## config.mk

```make
export PLATFORM = sky130hd
export DESIGN_NAME = oqpsk_tx
export DESIGN_NICKNAME = d
export VERILOG_FILES = /design/src/rtl/oqpsk_pkg.sv /design/src/rtl/oqpsk_bit_loader.sv /design/src/rtl/oqpsk_shaper.sv /design/src/rtl/oqpsk_spreader.sv /design/src/rtl/oqpsk_tx.sv
export SDC_FILE = /design/constraint.sdc
export NUM_CORES = 1
export LEC_CHECK = 0
export CORE_AREA = 2 2 89 91
export DETAILED_ROUTE_END_ITERATION = 6
export DIE_AREA = 0 0 91 93
export GPL_TIMING_DRIVEN = 0
export PLACE_DENSITY = 0.83
export SLEW_MARGIN = 40
export SYNTH_ARGS = -nofsm -noshare
export SYNTH_HDL_FRONTEND = slang
export SYNTH_SLANG_ARGS = --single-unit
```

## constraint.sdc

```tcl
create_clock -name clk -period 3.15 [get_ports clk]
set_clock_uncertainty 0.15 [all_clocks]
set_input_delay 0.945 -clock clk [delete_from_list [all_inputs] [get_ports clk]]
set_output_delay 0.945 -clock clk [all_outputs]
set_load 0.01 [all_outputs]
```

## src/rtl/oqpsk_pkg.sv

```systemverilog
package oqpsk_pkg;

    localparam int CHIP_N   = 32;
    localparam int SYM_BITS = 4;
    localparam int SPS      = 8;
    localparam int HALF     = SPS / 2;
    localparam int SYM_SMP  = CHIP_N * SPS / 2;
    localparam int POS_W    = $clog2(SYM_SMP);
    localparam int PH_W     = $clog2(SPS);
    localparam int CIDX_W   = $clog2(CHIP_N);
    localparam int QI_W     = $clog2(HALF + 1);
    localparam int CNT_W    = $clog2(SYM_BITS);

    localparam logic [CHIP_N-1:0] PN_BASE = 32'h744A_C39B;

    // quarter of a half-sine, 7-bit magnitude, phases 0..HALF
    localparam logic [6:0] QWAVE [HALF+1] = '{7'd0, 7'd49, 7'd90, 7'd117, 7'd127};

    typedef enum logic {LD_FILL, LD_FULL} ld_state_t;
    typedef enum logic {SP_IDLE, SP_RUN}  sp_state_t;

    function automatic logic [CHIP_N-1:0] spread_code(input logic [SYM_BITS-1:0] s);
        logic [CHIP_N-1:0] rot;
        int                sh;
        sh  = 4 * int'(s[2:0]);
        rot = (PN_BASE << sh) | (PN_BASE >> (CHIP_N - sh));
        if (s[3]) rot = rot ^ {(CHIP_N/2){2'b10}};
        return rot;
    endfunction

endpackage

```

## src/rtl/oqpsk_bit_loader.sv

```systemverilog
module oqpsk_bit_loader
    import oqpsk_pkg::*;
(
    input  logic                clk,
    input  logic                rst_n,
    input  logic                bit_in,
    input  logic                bit_valid,
    input  logic                take,
    output logic                bit_req,
    output logic                sym_full,
    output logic [SYM_BITS-1:0] sym
);

    ld_state_t          state, state_nx;
    logic [CNT_W-1:0]   cnt;
    logic               accept;
    localparam logic [CNT_W-1:0] CNT_LAST = CNT_W'(SYM_BITS - 1);

    assign bit_req  = (state == LD_FILL);
    assign sym_full = (state == LD_FULL);
    assign accept   = bit_req && bit_valid;

    always_comb begin
        state_nx = state;
        unique case (state)
            LD_FILL: if (accept && cnt == CNT_LAST) state_nx = LD_FULL;
            LD_FULL: if (take) state_nx = LD_FILL;
        endcase
    end

    always_ff @(posedge clk or negedge rst_n) begin
        if (!rst_n) state <= LD_FILL;
        else        state <= state_nx;
    end

    always_ff @(posedge clk or negedge rst_n) begin
        if (!rst_n) begin
            cnt <= '0;
            sym <= '0;
        end else if (accept) begin
            sym[cnt] <= bit_in;
            cnt      <= cnt + 1'b1;
        end
    end


    req_drop_chk: assert property (@(posedge clk) disable iff (!rst_n)
        (accept && cnt == CNT_LAST) |=> !bit_req);

endmodule

```

## src/rtl/oqpsk_shaper.sv

```systemverilog
module oqpsk_shaper
    import oqpsk_pkg::*;
#(
    parameter int SAMP_W = 8
) (
    input  logic                     en,
    input  logic                     chip,
    input  logic [PH_W-1:0]          phase,
    output logic signed [SAMP_W-1:0] smp
);

    localparam logic [PH_W:0] HALF_L = (PH_W+1)'(HALF);
    localparam logic [PH_W:0] SPS_L  = (PH_W+1)'(SPS);

    logic [PH_W:0]            ph_ext;
    logic [QI_W-1:0]          qi;
    logic signed [SAMP_W-1:0] mag;

    always_comb begin
        ph_ext = {1'b0, phase};
        qi     = (ph_ext <= HALF_L) ? QI_W'(ph_ext) : QI_W'(SPS_L - ph_ext);
        mag    = $signed({{(SAMP_W-7){1'b0}}, QWAVE[qi]}) <<< (SAMP_W - 8);
        if (!en)       smp = '0;
        else if (chip) smp = mag;
        else           smp = -mag;
    end

endmodule

```

## src/rtl/oqpsk_spreader.sv

```systemverilog
module oqpsk_spreader
    import oqpsk_pkg::*;
#(
    parameter int SAMP_W = 8
) (
    input  logic                     clk,
    input  logic                     rst_n,
    input  logic                     smp_en,
    input  logic                     sym_full,
    input  logic [SYM_BITS-1:0]      sym,
    output logic                     take,
    output logic signed [SAMP_W-1:0] out_i,
    output logic signed [SAMP_W-1:0] out_q,
    output logic                     out_stb
);

    localparam logic [POS_W-1:0] POS_LAST = POS_W'(SYM_SMP - 1);
    localparam logic [POS_W-1:0] POS_HALF = POS_W'(HALF);
    localparam logic signed [SAMP_W-1:0] SMIN = {1'b1, {(SAMP_W-1){1'b0}}};

    sp_state_t           state, state_nx;
    logic [POS_W-1:0]    pos, qpos;
    logic [CHIP_N-1:0]   code;
    logic                tail_on, tail_chip;
    logic                boundary, in_head;
    logic [CIDX_W-1:0]   i_idx, q_idx;
    logic                i_en, q_en, q_chip;
    logic signed [SAMP_W-1:0] i_smp, q_smp;

    assign boundary = smp_en && (pos == POS_LAST);
    assign take     = boundary && sym_full;

    always_comb begin
        state_nx = state;
        unique case (state)
            SP_IDLE: if (take) state_nx = SP_RUN;
            SP_RUN:  if (boundary && !sym_full) state_nx = SP_IDLE;
        endcase
    end

    always_ff @(posedge clk or negedge rst_n) begin
        if (!rst_n) state <= SP_IDLE;
        else        state <= state_nx;
    end

    // chip steering: even chips on I, odd chips on Q delayed by HALF samples
    always_comb begin
        qpos    = pos - POS_HALF;
        in_head = (pos < POS_HALF);
        i_idx   = {pos[POS_W-1:PH_W], 1'b0};
        q_idx   = {qpos[POS_W-1:PH_W], 1'b1};
        i_en    = (state == SP_RUN);
        q_en    = in_head ? tail_on : (state == SP_RUN);
        q_chip  = in_head ? tail_chip : code[q_idx];
    end

    oqpsk_shaper #(.SAMP_W(SAMP_W)) i_shape_u (
        .en(i_en), .chip(code[i_idx]), .phase(pos[PH_W-1:0]), .smp(i_smp));

    oqpsk_shaper #(.SAMP_W(SAMP_W)) q_shape_u (
        .en(q_en), .chip(q_chip), .phase(qpos[PH_W-1:0]), .smp(q_smp));

    always_ff @(posedge clk or negedge rst_n) begin
        if (!rst_n) begin
            pos       <= '0;
            code      <= '0;
            tail_on   <= 1'b0;
            tail_chip <= 1'b0;
            out_i     <= '0;
            out_q     <= '0;
            out_stb   <= 1'b0;
        end else begin
            out_stb <= smp_en;
            if (smp_en) begin
                out_i <= i_smp;
                out_q <= q_smp;
                pos   <= pos + 1'b1;
            end
            if (boundary) begin
                tail_on   <= (state == SP_RUN);
                tail_chip <= code[CHIP_N-1];
                if (sym_full) code <= spread_code(sym);
            end
        end
    end


    out_hold_chk: assert property (@(posedge clk) disable iff (!rst_n)
        !out_stb |-> ($stable(out_i) && $stable(out_q)));


    no_min_code_chk: assert property (@(posedge clk) disable iff (!rst_n)
        (out_i != SMIN) && (out_q != SMIN));


    idle_i_zero_chk: assert property (@(posedge clk) disable iff (!rst_n)
        (smp_en && state == SP_IDLE) |=> (out_i == '0));


    chip_edge_zero_chk: assert property (@(posedge clk) disable iff (!rst_n)
        (smp_en && pos[PH_W-1:0] == '0) |=> (out_i == '0));

endmodule

```

## src/rtl/oqpsk_tx.sv

```systemverilog
module oqpsk_tx
    import oqpsk_pkg::*;
#(
    parameter int SAMP_W = 8
) (
    input  logic                     clk,
    input  logic                     rst_n,
    input  logic                     smp_en,
    input  logic                     bit_in,
    input  logic                     bit_valid,
    output logic                     bit_req,
    output logic signed [SAMP_W-1:0] out_i,
    output logic signed [SAMP_W-1:0] out_q,
    output logic                     out_stb
);

    logic                sym_full;
    logic [SYM_BITS-1:0] sym;
    logic                take;

    oqpsk_bit_loader loader_u (
        .clk(clk), .rst_n(rst_n), .bit_in(bit_in), .bit_valid(bit_valid),
        .take(take), .bit_req(bit_req), .sym_full(sym_full), .sym(sym));

    oqpsk_spreader #(.SAMP_W(SAMP_W)) spreader_u (
        .clk(clk), .rst_n(rst_n), .smp_en(smp_en), .sym_full(sym_full),
        .sym(sym), .take(take), .out_i(out_i), .out_q(out_q), .out_stb(out_stb));


    take_full_chk: assert property (@(posedge clk) disable iff (!rst_n)
        take |-> sym_full);

endmodule

```

== After elaboration in Yosys (flattened, before gate mapping) ==
Memories as Yosys holds them, arrays and structs flattened.
Cells that the tools add are included.

* Mux-type cells: 26
* Reductions and logical operators: 8
* Bitwise logic cells: 6
* Magnitude comparators: 9
* Add/sub/neg operators: 8
* Shifts and indexed selects: 2
* Equality and inequality tests: 2

{| class="wikitable"
|+ Operators with widths
! operator !! number
|-
| 32-bit 2-to-1 mux || 1
|-
| 8-bit 2-to-1 mux || 4
|-
| 32-bit OR || 1
|-
| 31-bit by 5-bit << shifter with 32-bit output, first input constant || 1
|-
| 31-bit by 32-bit right shift with 32-bit output, first input constant || 1
|-
| 7-bit 2-to-1 mux || 4
|-
| 7-bit negator with 8-bit output || 2
|-
| 16-bit inverter || 1
|-
| 5-bit by 6-bit less-than comparator with 1-bit output, second input constant || 2
|-
| 1-bit 2-to-1 mux || 9
|-
| 1-bit binary-select mux with 4-bit select || 2
|-
| 4-bit greater-or-equal comparator, second input constant || 2
|-
| 3-bit inverter with 4-bit output || 2
|-
| 7-bit by 1-bit adder with 7-bit output, second input constant || 1
|-
| 7-bit equality test, second input constant || 1
|-
| 7-bit by 3-bit less-than comparator with 1-bit output, second input constant || 1
|-
| 6-bit by 5-bit subtractor with 7-bit output, first input constant || 1
|-
| 7-bit by 3-bit subtractor with 7-bit output, second input constant || 1
|-
| 3-bit <= comparator, second input constant || 2
|-
| 1-bit logical AND || 6
|-
| 3-bit 2-to-1 mux || 2
|-
| 1-bit by 3-bit subtractor with 3-bit output, first input constant || 2
|-
| 4-bit bitwise mux || 1
|-
| 1-bit case mux with 2 select lines || 2
|-
| 8 further kinds || 9
|}

* Output and inout bits: 18
* Bits in read-only memories: 112
* Word-level logic and storage cells: 74
* Bits in registers: 66
* Bits of input ports: 5
* Memories: 2

{| class="wikitable"
|+ Memory list
! memory !! depth !! bits a word !! read ports !! clocked after memory_dff !! write ports !! RTL line !! source
|-
| (name not given) || 8 || 7 || 1 || 0 || 0 || oqpsk_shaper.sv:22 || <nowiki>mag = $signed({{(SAMP_W-7){1'b0}}, QWAVE[qi]}) <<< (SAMP_W - 8);</nowiki>
|-
| (name not given) || 8 || 7 || 1 || 0 || 0 || oqpsk_shaper.sv:22 ||
|}

== Depth between registers and ports, before layout ==
Gate-level depths: netlist of the first run.

* Depth after elaboration: 10
* Gate-level depth with buffers: 12
* Depth with buffers taken out: 11

== Cells and area by module ==
From an unflattened synthesis of the first run, not the netlist that was laid out.

* Cells, all modules: 424
* Area, all modules: 4129.0 um^2

{| class="wikitable"
|+ By module, submodules not included
! module !! instances !! area each (um^2) !! cells each !! seq. area each (um^2)
|-
| oqpsk_spreader || 1 || 3228.1 || 318 || 1476.4
|-
| oqpsk_shaper || 2 || 277.8 || 40 || 0.0
|-
| oqpsk_bit_loader || 1 || 345.3 || 26 || 175.2
|}

== Worst setup path before layout of the first run ==
No wires, ideal clock.

* Path type: reg2reg
* Start: reg spreader_u.pos[2]
* End: reg spreader_u.out_q[4]
* Library setup time: 90 ps
* Clock period less this slack: 3033 ps
* Stages on the path, launching flop included: 10
* Required time: 2910 ps
* Setup slack: 117 ps
* Arrival time: 2793 ps
* Buffers on the path: 2
* Path through: dfrtp_1 -> clkbuf_1 -> inv_1 -> ha_1 -> clkbuf_1 -> mux4_2 -> mux2i_2 -> o211ai_4 -> or4_1 -> o221ai_1

* Longest elaborated chain between the ends: 10
* Elaborated cells between the ends (all ways): 16
* Classes of those cells: add/sub: 3; order compare: 2; mux: 9; bitwise: 1; memory: 1

{| class="wikitable"
|+ Ends and longest elaborated chain
! what !! RTL line !! source
|-
| start, declared || oqpsk_spreader.sv:22 || <nowiki>logic [POS_W-1:0] pos, qpos;</nowiki>
|-
| start signal, assigned || oqpsk_spreader.sv:77 || <nowiki>pos <= pos + 1'b1;</nowiki>
|-
| 7-bit by 3-bit subtractor with 7-bit output || oqpsk_spreader.sv:48 || <nowiki>qpos = pos - POS_HALF;</nowiki>
|-
| 1-bit by 3-bit subtractor with 3-bit output / 3-bit <= comparator (equally long branches) || oqpsk_shaper.sv:21 || <nowiki>qi = (ph_ext <= HALF_L) ? QI_W'(ph_ext) : QI_W'(SPS_L - ph_ext);</nowiki>
|-
| 3-bit 2-to-1 mux || oqpsk_shaper.sv:21 ||
|-
| 3-bit inverter with 4-bit output (implied by the code) || oqpsk_shaper.sv:22 ||
|-
| memory read 8 x 7 bit || -- ||
|-
| 7-bit 2-to-1 mux (implied by the code) (2 in series) || oqpsk_shaper.sv:22 ||
|-
| 7-bit negator with 8-bit output || oqpsk_shaper.sv:25 || <nowiki>else smp = -mag;</nowiki>
|-
| 8-bit 2-to-1 mux || oqpsk_shaper.sv:24 || <nowiki>else if (chip) smp = mag;</nowiki>
|-
| 8-bit 2-to-1 mux (*) || oqpsk_shaper.sv:23 || <nowiki>if (!en) smp = '0;</nowiki>
|-
| end signal, assigned || oqpsk_spreader.sv:76 || <nowiki>out_q <= q_smp;</nowiki>
|-
| end, declared || oqpsk_spreader.sv:13 || <nowiki>output logic signed [SAMP_W-1:0] out_q,</nowiki>
|}

Every way passes the cells marked *; elsewhere a longest branch is shown, timed or not. The select of a mux whose other input is x is not followed.
A chain may end at the register's enable or synchronous reset.

== Final worst setup path of the first run ==
Same ends and word-level chain as after synthesis.

==> reports/qor.csv, run 1 <==
stage,metric,value,unit
outcome,run status,completed,
power,Switch Pwr,1.91,mW
synthesis,count of unique library cells instantiated by Yosys,51,
synthesis,synthesized area,3910,µm²
synthesis,post-synthesis mux area share,7.66,%
power,switch share,44.4,%
setup_path,Worst Setup End Kind,flip-flop,
synthesis,asr flop ratio synth,100,%
route,vias after detailed routing,3107,
cells_and_area,final net count,478,
timing,minimum clock period,2990,ps
clocking,"Reg clk slew, reported paths",70,ps
placement,# port buffers,22,
route,drt pass-1 iters,4,
grt,initial antenna violation count,0,
route,Total Wirelength,8.66,mm
grt,largest net degree at the start of global routing,41,
synthesis,Simple-Gate Fraction of Synth Area,12.8,%
route,antenna-violating nets left,0,
power,clock network power share,16.0,%
placement,final HPWL from detailed placement,6.57,mm
cells_and_area,layout cell share with drive strength beyond 1,10.4,%
grt,vias in the first global route,3165,
synthesis,Synth Area in XOR/XNOR,6.28,%
power,Worst VDD drop,0.581,mV
setup_path,critical path required time,3270,ps
timing,Slew HR,56.7,%
floorplanning,Initial Utilization,51.9,%
cells_and_area,n_diodes,0,
timing,fmax,334,MHz
synthesis,Yosys warning total,0,
power,sequential share of power,26.1,%
power,leak pwr,1.95,nW
clocking,Worst-Skew Late Latency,350,ps
synthesis,sequential area share after synthesis,42.3,%
synthesis,"EDFF count, synth",0,
grt,All-Layer GR Usage,22.2,%
grt,first-pass GRT wire length,15.0,mm
route,DR WL/cell,15.6,µm
synthesis,Post-Synthesis Cells,419,
clocking,clock buffer depth,2,
clocking,CTS tree,built,
timing,Fin. Hold Viols,0,
grt,grt ovf,0,
timing,post-route clock period utilization,95.0,%
synthesis,top-count cell post-synth,dfrtp_1,
setup_path,Critical Path Fanout Max,10,
power,Int Power,2.40,mW
placement,Routability Congestion,0.961,
power,pwr dens,968,nW/µm²
clocking,Num CTS Buffers,9,
clocking,clk sinks,66,
clocking,# hold bufs at CTS,0,
clocking,post-cts sizing count,1,
floorplanning,width of the die,91,µm
floorplanning,Core ar.,7530,µm²
setup_path,Crit Path Category,flip-flop to flip-flop,
setup_path,Startpoint Class,flip-flop,
power,total power draw,4.31,mW
floorplanning,row cnt,32,
synthesis,main combinational cell family by area after synthesis,compound AO/OA/AOI/OAI gates,
clocking,Setup Buffers After CTS,0,
synthesis,post-synthesis compound-gate area fraction,17.7,%
floorplanning,Die ar.,8460,µm²
timing,RSZ-0062 raised after global routing,no,
synthesis,Avg Synthesized Cell Area,9.32,µm²
setup_path,Worst Path Arrival,3110,ps
min_path,HP Class,flip-flop to flip-flop,
job,maxcap violations,0,
timing,worst slew pin tran,649,ps
timing,# setup viols final,0,
timing,Hold WS,326,ps
synthesis,commonest cells in the netlist,"dfrtp_1, nand2_1, o21ai_0, inv_1, a21oi_1",
floorplanning,die height,93,µm
clocking,H-tree lvl count,3,
synthesis,Synth Area in Adders,7.37,%
cells_and_area,Layout area overhead,14.0,%
synthesis,register bit count reported by yosys,66,
route,DRC viols,0,
synthesis,syn_nets,447,
synthesis,largest cells by area after synthesis,"dfrtp_1, ha_1, o21ai_0, nand2_1, mux4_2",
route,via/cell ratio,5.59,
timing,max-slew violation total from the final report,0,
clocking,CTS root buf,clkbuf_8,
power,Comb power frac,57.8,%
synthesis,Synth area leader,dfrtp_1,
floorplanning,# IOs,23,
route,number of DRC markers in iteration 0,114,
synthesis,most common flop cell mapped by yosys,dfrtp_1,
synthesis,Synth top area share,42.3,%
## power groups by stage
stage               registers, mW  clock network, mW  logic (mW)
floorplan                    1.09                  0        1.90
global placement             1.11                  0        2.39
detailed placement           1.12                  0        2.47
CTS                          1.11              0.702        2.48
global route                 1.15              0.742        2.77
finish                       1.13              0.691        2.49
## cell type report
type | instances | area, µm²
clock inverters | 3 | 40.0
plain buffers | 23 | 106
fillers | 679 | 3070
clock buffers | 12 | 145
multi-input cells | 296 | 2030
inverters | 31 | 116
repair buffers | 23 | 238
well taps | 102 | 128
flip-flops and latches | 66 | 1650
## layout by cell type, fill, tap and decap left out, drive strengths merged, types with 7 or more instances in the layout
cell type and count:
mux4 7, xnor2 13, clkbuf 31, nor2 26, o21ai 48, clkdlybuf4s50 21, ha 23, nand2 52
a21oi 27, o22ai 13, mux2i 7, inv 30, dfrtp 66, xor2 15
## flip-flops by register name (all words and copies together) (netlist names), named ones only
register / count
spreader_u.code: 32
spreader_u.tail_chip: 1
spreader_u.out_i: 8
spreader_u.out_stb: 1
spreader_u.tail_on: 1
loader_u.sym: 4
spreader_u.pos: 7
loader_u.sym_full: 1
spreader_u.out_q: 8
loader_u.cnt: 2
## routing by layer
layer	vias up	global-route usage, %	part of all wire, %
met3	13	5.00	3.7
li1	1513	-	-
met4	0	7.20	1.4
met1	1513	26.0	42
met2	68	40.6	53
met5	-	0	0
## worst paths after layout
path | slack [ps] | from | cells after the start | end
max | 160 | spreader_u.pos[2] | 8 | spreader_u.out_q[4]
min | 330 | spreader_u.code[30] | 2 | spreader_u.code[30]
max reg2reg | 160 | spreader_u.pos[2] | 8 | spreader_u.out_q[4]
min reg2reg | 330 | spreader_u.code[30] | 2 | spreader_u.code[30]
max in group asynchronous | 1960 | rst_n | 2 | spreader_u.code[20]
min in group asynchronous | 360 | rst_n | 1 | spreader_u.out_i[5]
## critical path, stage by stage (launching register included)
cell	delay [ps]
dfrtp_1	430
clkbuf_2	260
inv_1	70
ha_2	440
mux4_2	540
mux2i_2	240
o211ai_4	160
or4_1	520
o221ai_1	80
## metrics by stage
step	setup WS, ps	TNS [ps]	utilization, %	area (µm²)	std cells
6_report	159	0	59.2	4450	556
3_5_place_dp	-267	-6890	56.7	4270	544
3_3_place_gp	-1080	-76180	56.5	4250	543
2_1_floorplan	117	0	-	3910	419
4_1_cts	78.3	0	59.2	4450	558
5_1_grt	11.5	0	59.2	4450	556
## kinds of logic (layout without fill, tap and decap cells)
logic type,after synthesis,after routing
muxes,20,20
adders and majority gates,23,23
buffers and inverters,57,92
and+or+nand+nor,111,111
xor gates and xnor gates,28,28
DFF,66,66
AOI/OAI and AO/OA,114,114
Note: power is estimated with default switching activity, not from simulation.
==> inputs of run 2 (changes only) <==
--- a/constraint.sdc
+++ b/constraint.sdc
@@ -4,2 +4,2 @@
 set_output_delay 0.945 -clock clk [all_outputs]
-set_load 0.01 [all_outputs]
+set_load 0.05 [all_outputs]
==> results of run 2 <==
The final DEF is identical to that of run 1. Status: completed.
Among the figures that moved: total power 4.31 mW -> 4.38 mW
